**src/rtl/can_err_pkg.sv**
```systemverilog
// Shared constants for the CAN error flag and interrupt unit.
// Assumes an 8-bit register width fixed by the bit layouts below.
package can_err_pkg;

    localparam int REG_W = 8;

    // Register addresses
    typedef enum logic [2:0] {
        A_FACTOR = 3'd0,
        A_ENABLE = 3'd1,
        A_CODE   = 3'd2,
        A_IER    = 3'd3,
        A_STATUS = 3'd4,
        A_TEC    = 3'd5,
        A_REC    = 3'd6
    } reg_addr_e;

    // Factor register bit positions (enable register uses the same layout)
    localparam int FB_BUSERR  = 0;
    localparam int FB_WARN    = 1;
    localparam int FB_PASSIVE = 2;
    localparam int FB_BUSOFF  = 3;
    localparam int FB_RECOVER = 4;
    localparam int FB_OVERRUN = 5;
    localparam int FB_OVERLD  = 6;
    localparam int FB_BUSLOCK = 7;

    // Code store mode bit and summary bit positions
    localparam int CODE_MODE_BIT = 7;
    localparam int CODE_N        = 7;
    localparam int IRQ_BIT       = 5;

endpackage

```
**src/rtl/err_counter.sv**
```systemverilog
// One error counter with threshold-crossing detection.
// Adds STEP on inc and subtracts 1 on dec (floor 0); both apply in one cycle.
// clr has priority. Crossing pulses come from the current and next value,
// so a flag register sampling them sets on the same edge as the counter.
// BUSOFF_EN selects whether the bus-off crossing is detected.
module err_counter #(
    parameter int CNT_W      = 9,
    parameter int STEP       = 1,
    parameter int WARN_LIM   = 96,
    parameter int PASS_LIM   = 127,
    parameter int BUSOFF_LIM = 255,
    parameter bit BUSOFF_EN  = 1'b0
) (
    input  logic             clk,
    input  logic             rst_n,
    input  logic             inc,
    input  logic             dec,
    input  logic             clr,
    output logic [CNT_W-1:0] cnt_o,
    output logic             warn_rise_o,
    output logic             pass_rise_o,
    output logic             busoff_rise_o
);
    localparam logic [CNT_W:0]   STEP_W = (CNT_W+1)'(STEP);
    localparam logic [CNT_W:0]   MAX_W  = (CNT_W+1)'((1 << CNT_W) - 1);
    localparam logic [CNT_W-1:0] WARN_W = CNT_W'(WARN_LIM);
    localparam logic [CNT_W-1:0] PASS_W = CNT_W'(PASS_LIM);
    localparam logic [CNT_W-1:0] BO_W   = CNT_W'(BUSOFF_LIM);

    logic [CNT_W-1:0] cnt_q, cnt_d;
    logic [CNT_W:0]   tmp;

    // Next count: step up, step down with floor, saturate, clear.
    always_comb begin
        tmp = {1'b0, cnt_q};
        if (inc) tmp = tmp + STEP_W;
        if (dec && (tmp != '0)) tmp = tmp - 1'b1;
        if (tmp > MAX_W) tmp = MAX_W;
        cnt_d = clr ? '0 : tmp[CNT_W-1:0];
    end

    // Counter register.
    always_ff @(posedge clk) begin
        if (!rst_n) cnt_q <= '0;
        else        cnt_q <= cnt_d;
    end

    assign cnt_o       = cnt_q;
    assign warn_rise_o = (cnt_q <= WARN_W) && (cnt_d > WARN_W);
    assign pass_rise_o = (cnt_q <= PASS_W) && (cnt_d > PASS_W);

    generate
        if (BUSOFF_EN) begin : g_bo
            assign busoff_rise_o = (cnt_q <= BO_W) && (cnt_d > BO_W);
        end else begin : g_no_bo
            assign busoff_rise_o = 1'b0;
        end
    endgenerate
endmodule

```
**src/rtl/err_code_store.sv**
```systemverilog
// Error-code store: seven code bits plus a mode bit (bit 7).
// A write clears code bits written as 0 and loads the mode bit directly.
// Strobed codes win over a same-cycle clear. The registered mode picks
// accumulate (1) or replace (0).
module err_code_store
    import can_err_pkg::*;
(
    input  logic              clk,
    input  logic              rst_n,
    input  logic              we,
    input  logic [REG_W-1:0]  wdata,
    input  logic [CODE_N-1:0] stb,
    output logic [REG_W-1:0]  code_o,
    output logic              any_err_o
);
    logic [CODE_N-1:0] bits_q, bits_d;
    logic              mode_q, mode_d;

    // Next state: software clear and mode load, then event merge.
    always_comb begin
        bits_d = bits_q;
        mode_d = mode_q;
        if (we) begin
            bits_d = bits_q & wdata[CODE_N-1:0];
            mode_d = wdata[CODE_MODE_BIT];
        end
        if (|stb) bits_d = mode_q ? (bits_d | stb) : stb;
    end

    // Store registers.
    always_ff @(posedge clk) begin
        if (!rst_n) begin
            bits_q <= '0;
            mode_q <= 1'b0;
        end else begin
            bits_q <= bits_d;
            mode_q <= mode_d;
        end
    end

    assign code_o    = {mode_q, bits_q};
    assign any_err_o = |stb;
endmodule

```
**src/rtl/err_flag_bank.sv**
```systemverilog
// Sticky error-factor flags with their enables and the interrupt enable.
// Flags clear on write-0 and keep on write-1, and events win over a
// same-cycle clear. Only the summary bit of the interrupt-enable register
// is stored.
module err_flag_bank
    import can_err_pkg::*;
(
    input  logic             clk,
    input  logic             rst_n,
    input  logic             factor_we,
    input  logic             enable_we,
    input  logic             ier_we,
    input  logic [REG_W-1:0] wdata,
    input  logic [REG_W-1:0] events,
    output logic [REG_W-1:0] flags_o,
    output logic [REG_W-1:0] enable_o,
    output logic             ier_o,
    output logic             summary_o,
    output logic             irq_o
);
    logic [REG_W-1:0] flags_q, enable_q;
    logic             ier_q;

    // Flag, enable and interrupt-enable registers.
    always_ff @(posedge clk) begin
        if (!rst_n) begin
            flags_q  <= '0;
            enable_q <= '0;
            ier_q    <= 1'b0;
        end else begin
            flags_q <= (factor_we ? (flags_q & wdata) : flags_q) | events;
            if (enable_we) enable_q <= wdata;
            if (ier_we)    ier_q    <= wdata[IRQ_BIT];
        end
    end

    assign flags_o   = flags_q;
    assign enable_o  = enable_q;
    assign ier_o     = ier_q;
    assign summary_o = |(flags_q & enable_q);
    assign irq_o     = summary_o & ier_q;
endmodule

```
**src/rtl/can_err_irq_unit.sv**
```systemverilog
// CAN error flag and interrupt unit (top).
// Collects protocol-engine error strobes into the factor register and the
// code store. Runs the transmit and receive error counters and their
// threshold events. Provides a combinational register read port and the
// summary error interrupt. Assumes single-cycle strobes and synchronous
// active-low reset.
module can_err_irq_unit
    import can_err_pkg::*;
#(
    parameter int TX_STEP    = 8,
    parameter int RX_STEP    = 1,
    parameter int WARN_LIM   = 96,
    parameter int PASS_LIM   = 127,
    parameter int BUSOFF_LIM = 255
) (
    input  logic              clk,
    input  logic              rst_n,
    input  logic              wr_en,
    input  logic [2:0]        wr_addr,
    input  logic [REG_W-1:0]  wr_data,
    input  logic [2:0]        rd_addr,
    output logic [REG_W-1:0]  rd_data,
    input  logic              ev_bus_lock,
    input  logic              ev_overload,
    input  logic              ev_rx_overrun,
    input  logic              ev_bo_recover,
    input  logic [CODE_N-1:0] code_stb,
    input  logic              tx_inc,
    input  logic              tx_dec,
    input  logic              rx_inc,
    input  logic              rx_dec,
    output logic              err_irq
);
    localparam int CNT_W = $clog2(BUSOFF_LIM + 1) + 1;
    localparam logic [CNT_W-1:0] RD_MAX = CNT_W'((1 << REG_W) - 1);

    logic [CNT_W-1:0] tec, rec;
    logic tx_warn, tx_pass, tx_bo, rx_warn, rx_pass, rx_bo;
    logic [REG_W-1:0] code_q, flags_q, enable_q, events;
    logic any_code, ier_q, summary;
    logic factor_we, enable_we, code_we, ier_we;

    // Write decode.
    always_comb begin
        factor_we = wr_en && (wr_addr == A_FACTOR);
        enable_we = wr_en && (wr_addr == A_ENABLE);
        code_we   = wr_en && (wr_addr == A_CODE);
        ier_we    = wr_en && (wr_addr == A_IER);
    end

    err_counter #(
        .CNT_W(CNT_W), .STEP(TX_STEP), .WARN_LIM(WARN_LIM),
        .PASS_LIM(PASS_LIM), .BUSOFF_LIM(BUSOFF_LIM), .BUSOFF_EN(1'b1)
    ) i_tx_cnt (
        .clk(clk), .rst_n(rst_n), .inc(tx_inc), .dec(tx_dec),
        .clr(ev_bo_recover), .cnt_o(tec), .warn_rise_o(tx_warn),
        .pass_rise_o(tx_pass), .busoff_rise_o(tx_bo)
    );

    err_counter #(
        .CNT_W(CNT_W), .STEP(RX_STEP), .WARN_LIM(WARN_LIM),
        .PASS_LIM(PASS_LIM), .BUSOFF_LIM(BUSOFF_LIM), .BUSOFF_EN(1'b0)
    ) i_rx_cnt (
        .clk(clk), .rst_n(rst_n), .inc(rx_inc), .dec(rx_dec),
        .clr(ev_bo_recover), .cnt_o(rec), .warn_rise_o(rx_warn),
        .pass_rise_o(rx_pass), .busoff_rise_o(rx_bo)
    );

    err_code_store i_codes (
        .clk(clk), .rst_n(rst_n), .we(code_we), .wdata(wr_data),
        .stb(code_stb), .code_o(code_q), .any_err_o(any_code)
    );

    // Event vector in factor bit layout.
    always_comb begin
        events              = '0;
        events[FB_BUSERR]   = any_code;
        events[FB_WARN]     = tx_warn | rx_warn;
        events[FB_PASSIVE]  = tx_pass | rx_pass;
        events[FB_BUSOFF]   = tx_bo | rx_bo;
        events[FB_RECOVER]  = ev_bo_recover;
        events[FB_OVERRUN]  = ev_rx_overrun;
        events[FB_OVERLD]   = ev_overload;
        events[FB_BUSLOCK]  = ev_bus_lock;
    end

    err_flag_bank i_flags (
        .clk(clk), .rst_n(rst_n), .factor_we(factor_we),
        .enable_we(enable_we), .ier_we(ier_we), .wdata(wr_data),
        .events(events), .flags_o(flags_q), .enable_o(enable_q),
        .ier_o(ier_q), .summary_o(summary), .irq_o(err_irq)
    );

    // Read multiplexer, counters limited to the register width.
    always_comb begin
        rd_data = '0;
        case (rd_addr)
            A_FACTOR: rd_data = flags_q;
            A_ENABLE: rd_data = enable_q;
            A_CODE:   rd_data = code_q;
            A_IER:    rd_data[IRQ_BIT] = ier_q;
            A_STATUS: rd_data[IRQ_BIT] = summary;
            A_TEC:    rd_data = (tec > RD_MAX) ? '1 : tec[REG_W-1:0];
            A_REC:    rd_data = (rec > RD_MAX) ? '1 : rec[REG_W-1:0];
            default:  rd_data = '0;
        endcase
    end
endmodule

```
**config.mk**
```make
export PLATFORM = sky130hd
export DESIGN_NAME = can_err_irq_unit
export DESIGN_NICKNAME = d
export VERILOG_FILES = /design/src/rtl/can_err_pkg.sv /design/src/rtl/err_counter.sv /design/src/rtl/err_code_store.sv /design/src/rtl/err_flag_bank.sv /design/src/rtl/can_err_irq_unit.sv
export SDC_FILE = /design/constraint.sdc
export NUM_CORES = 1
export LEC_CHECK = 0
export BUFFER_PORTS_ARGS = -buffer_cell sky130_fd_sc_hd__buf_2
export CAP_MARGIN = 20
export CELL_PAD_IN_SITES_DETAIL_PLACEMENT = 0
export CELL_PAD_IN_SITES_GLOBAL_PLACEMENT = 1
export CORE_ASPECT_RATIO = 0.75
export CORE_UTILIZATION = 48
export CTS_BUF_LIST = sky130_fd_sc_hd__clkbuf_8 sky130_fd_sc_hd__clkbuf_16
export CTS_CLUSTER_SIZE = 24
export DETAILED_ROUTE_END_ITERATION = 8
export PLACE_DENSITY = 0.95
export SLEW_MARGIN = 20
export SYNTH_ARGS = -nofsm -noshare
export SYNTH_HDL_FRONTEND = slang
export SYNTH_SLANG_ARGS = --single-unit
export TNS_END_PERCENT = 30
```
**constraint.sdc**
```tcl
create_clock -name clk -period 5.6 [get_ports clk]
set_input_delay 1.12 -clock clk [delete_from_list [all_inputs] [get_ports clk]]
set_output_delay 1.12 -clock clk [all_outputs]
set_load 0.01 [all_outputs]
```
==> impl_metrics.toml <==
[synthesis]
synthCells = 418
synthFlopType = "dfxtp_1"
yosys.area.top_type_share_pct = 24.8
synth_top_cell_by_area = "dfxtp_1"
synth-edff-count = 0
synthTopCellsByCount = "dfxtp_1 (43), nor2_1 (33), a21oi_1 (31), o21ai_0 (29), nand2_1 (25)"
yosysUniqueCellTypes = 76
yosysWarnings = 0
syn-num-nets = 459
synthesis.area_mm2 = 0.00347
synth.most_common_cell = "dfxtp_1"
ys_ff_latch = 43
synthArstFlopShare_pct = 0
post_synth.cell_area_avg_um2 = 8.30
yosysSeqAreaShare_pct = 24.8
synth.area.top_cells = "dfxtp_1 (25%), mux2i_1 (5.8%), a21oi_1 (4.5%), o21ai_0 (4.2%), nor2_1 (3.6%)"

[global_routing]
antenna_found_initial = 0
grt_pass1_vias = 2945
gr-total-overflow = 0
grt_max_degree = 27
grt.total_usage_pct = 23.6
grt_pass1_wl_um = 14000

[sta]
skew_ns = 0.0112
relSlewSlack_pct = 52.2
tightestPinTransition_ns = 0.697
hold_viol = 0
tns_ns = 0
fin_ws_ns = 1.92
fmax_mhz = 272
setup_viol = 0
min_period_ns = 3.68
slew_viol_final = 0
rsz0062_at_grt = "false"
timing.final.crit_share_pct = 65.7

[setup_path]
critPathRequiredTime_ns = 4.48
crit_top_cell = "buf_2"
cp-end-kind = "output port"
path_max_fanout = 12
cp_num_buf_inv = 2
cpMaxStageDelayCell = "nor2b_1"
crit_chain = "buf_2 > nor2b_1 > and2_1 > o21ai_0 > o211ai_1 > buf_2"
crit_family = "simple AND/OR/NAND/NOR gates"
max_stage_delay_ns = 0.53
crit_type = "input pin to output port"
crit_arrival_ns = 2.56
cp-start-kind = "input pin"

[floorplanning]
start_util_pct = 50.3
dieArea_mm2 = 0.00758
num_io_pins = 41
die_h_um = 75.6
core_mm2 = 0.00690
fp.dieW_um = 100
row_count = 26

[drt]
drc_errors = 0
drtPass1Iterations = 5
drtIter0Drc = 232
drtAntennaViolNets = 0
routedWlPerCell_um = 16.0
drt-total-wl_um = 8620
routed_via_density = 6.03
vias = 3240

[flow_run]
maxCapViolCount = 0

[cells_and_area]
layout-drive-gt1-share_pct = 18.5
nets = 479
nFillCells = 679
final_area_mm2 = 0.00376
area_growth_syn_to_layout_pct = 8.47
diodes = 0
final_cells = 537

[clocking]
root_buffer = "clkbuf_8"
clockBufferDepth = 2
hold_buffers = 0
ctsResizeCount = 0
postCtsSetupRepairBufs = 0
h-tree-depth = 2
clkTransAtPathRegs_ns = 0.09
cts.sinks = 43
cts_made_buffers = 5
cts_tree = "built"
clkLatencyLatePin_ns = 0.31

[placement]
place_congestion = 0.924
numPortBuffers = 40
place_hpwl_um = 6750
dp_cells = 529
place_area_mm2 = 0.00365
pre_cts_ws_ns = 1.88

[pwr]
power_frac_comb_pct = 36.2
leakagePower_nw = 1.42
ir_drop_mv = 0.132
p_clk_share_pct = 24.9
netSwitchingFraction_pct = 37.0
internal-power_uw = 620
power.share.sequential_pct = 38.9
power_density_mw_per_mm2 = 261
net-switching-power_uw = 363

[min_path]
hold_path.class = "flop to flop"

[run_status]
status = "completed"
-- layout make-up --
class / count / area (um2) / share of cell area [%]
well taps: 98 / 123 / 3.26
inverters: 7 / 26.3 / 0.698
repair buffers: 41 / 208 / 5.52
clock buffers: 5 / 68.8 / 1.83
clock inverters: 3 / 46.3 / 1.23
flip-flops and latches: 43 / 861 / 22.9
multi-input cells: 340 / 2430 / 64.6
-- worst paths after layout --
path	slack (ns)	to	startpoint	cells after the start
worst min-delay path	0.50	i_flags.flags_o[0]$_SDFF_PN0_	i_flags.flags_o[0]$_SDFF_PN0_	2
worst min register to register	0.50	i_flags.flags_o[0]$_SDFF_PN0_	i_flags.flags_o[0]$_SDFF_PN0_	2
worst max-delay path	1.92	rd_data[4]	rd_addr[0]	6
worst max register to register	2.18	i_flags.flags_o[1]$_SDFF_PN0_	i_rx_cnt.cnt_o[0]$_SDFF_PN0_	11
-- power by group through the flow --
| stage | logic, mW | clock network [mW] | registers, mW |
|---|---|---|---|
| after CTS | 0.352 | 0.249 | 0.380 |
| after global routing | 0.389 | 0.261 | 0.386 |
| after detailed placement | 0.350 | 0 | 0.386 |
| final | 0.356 | 0.245 | 0.382 |
| after global placement | 0.342 | 0 | 0.388 |
| after floorplan | 0.297 | 0 | 0.356 |
-- worst min-delay path: stages, from the launching register on --
cell and delay, ns:
dfxtp_1 0.33, o21ai_0 0.06, a21boi_0 0.07
-- through the flow --
stage                     hold WS (ns)  util (%)  power, mW
after CTS                        0.509      54.6      0.980
after floorplan                  0.470         -      0.652
after detailed placement         0.496      52.9      0.736
after global placement           0.491      52.9      0.730
after global routing             0.538      54.6       1.04
final                            0.505      54.6      0.983
-- routing by layer --
metal  part of all wire [%]  global-route usage (%)  wire length, um  vias to the layer above
met4                    2.0                    7.89              174                        0
li1                       -                       -                -                     1598
met2                     43                    36.7             3670                      109
met3                    5.9                    4.31              505                       17
met5                      0                       0                0                        -
met1                     49                    33.4             4260                     1516
-- sequential cells by signal, indices dropped and copies added (netlist names) --
signal / cells
i_rx_cnt.cnt_o: 9
i_tx_cnt.cnt_o: 9
i_flags.enable_o: 8
i_flags.flags_o: 8
i_codes.bits_q: 7
i_codes.mode_q: 1
i_flags.ier_o: 1
-- logic make-up after synthesis --
group | Yosys count | synth area share, %
AOI/OAI and AO/OA | 138 | 29.4
xor gates and xnor gates | 18 | 4.54
adders and majority gates | 9 | 3.25
buffers and inverters | 35 | 5.12
DFF | 43 | 24.8
muxes | 25 | 7.72
and+or+nand+nor | 150 | 25.1
-- placed cells by master, fill, tap and decap left out, types with 8 or more instances in the layout --
cell / Yosys / layout
mux2i_1: 20 / 20
xnor2_1: 8 / 8
nor2b_1: 13 / 13
nand2_1: 25 / 25
a21oi_1: 31 / 31
and2_1: 9 / 9
nor2_1: 33 / 33
o21a_1: 13 / 13
ha_1: 9 / 9
xor2_1: 10 / 10
buf_2: 7 / 40
o211ai_1: 15 / 15
o21ai_0: 29 / 29
dfxtp_1: 43 / 43
(Power assumes the default switching activity.)
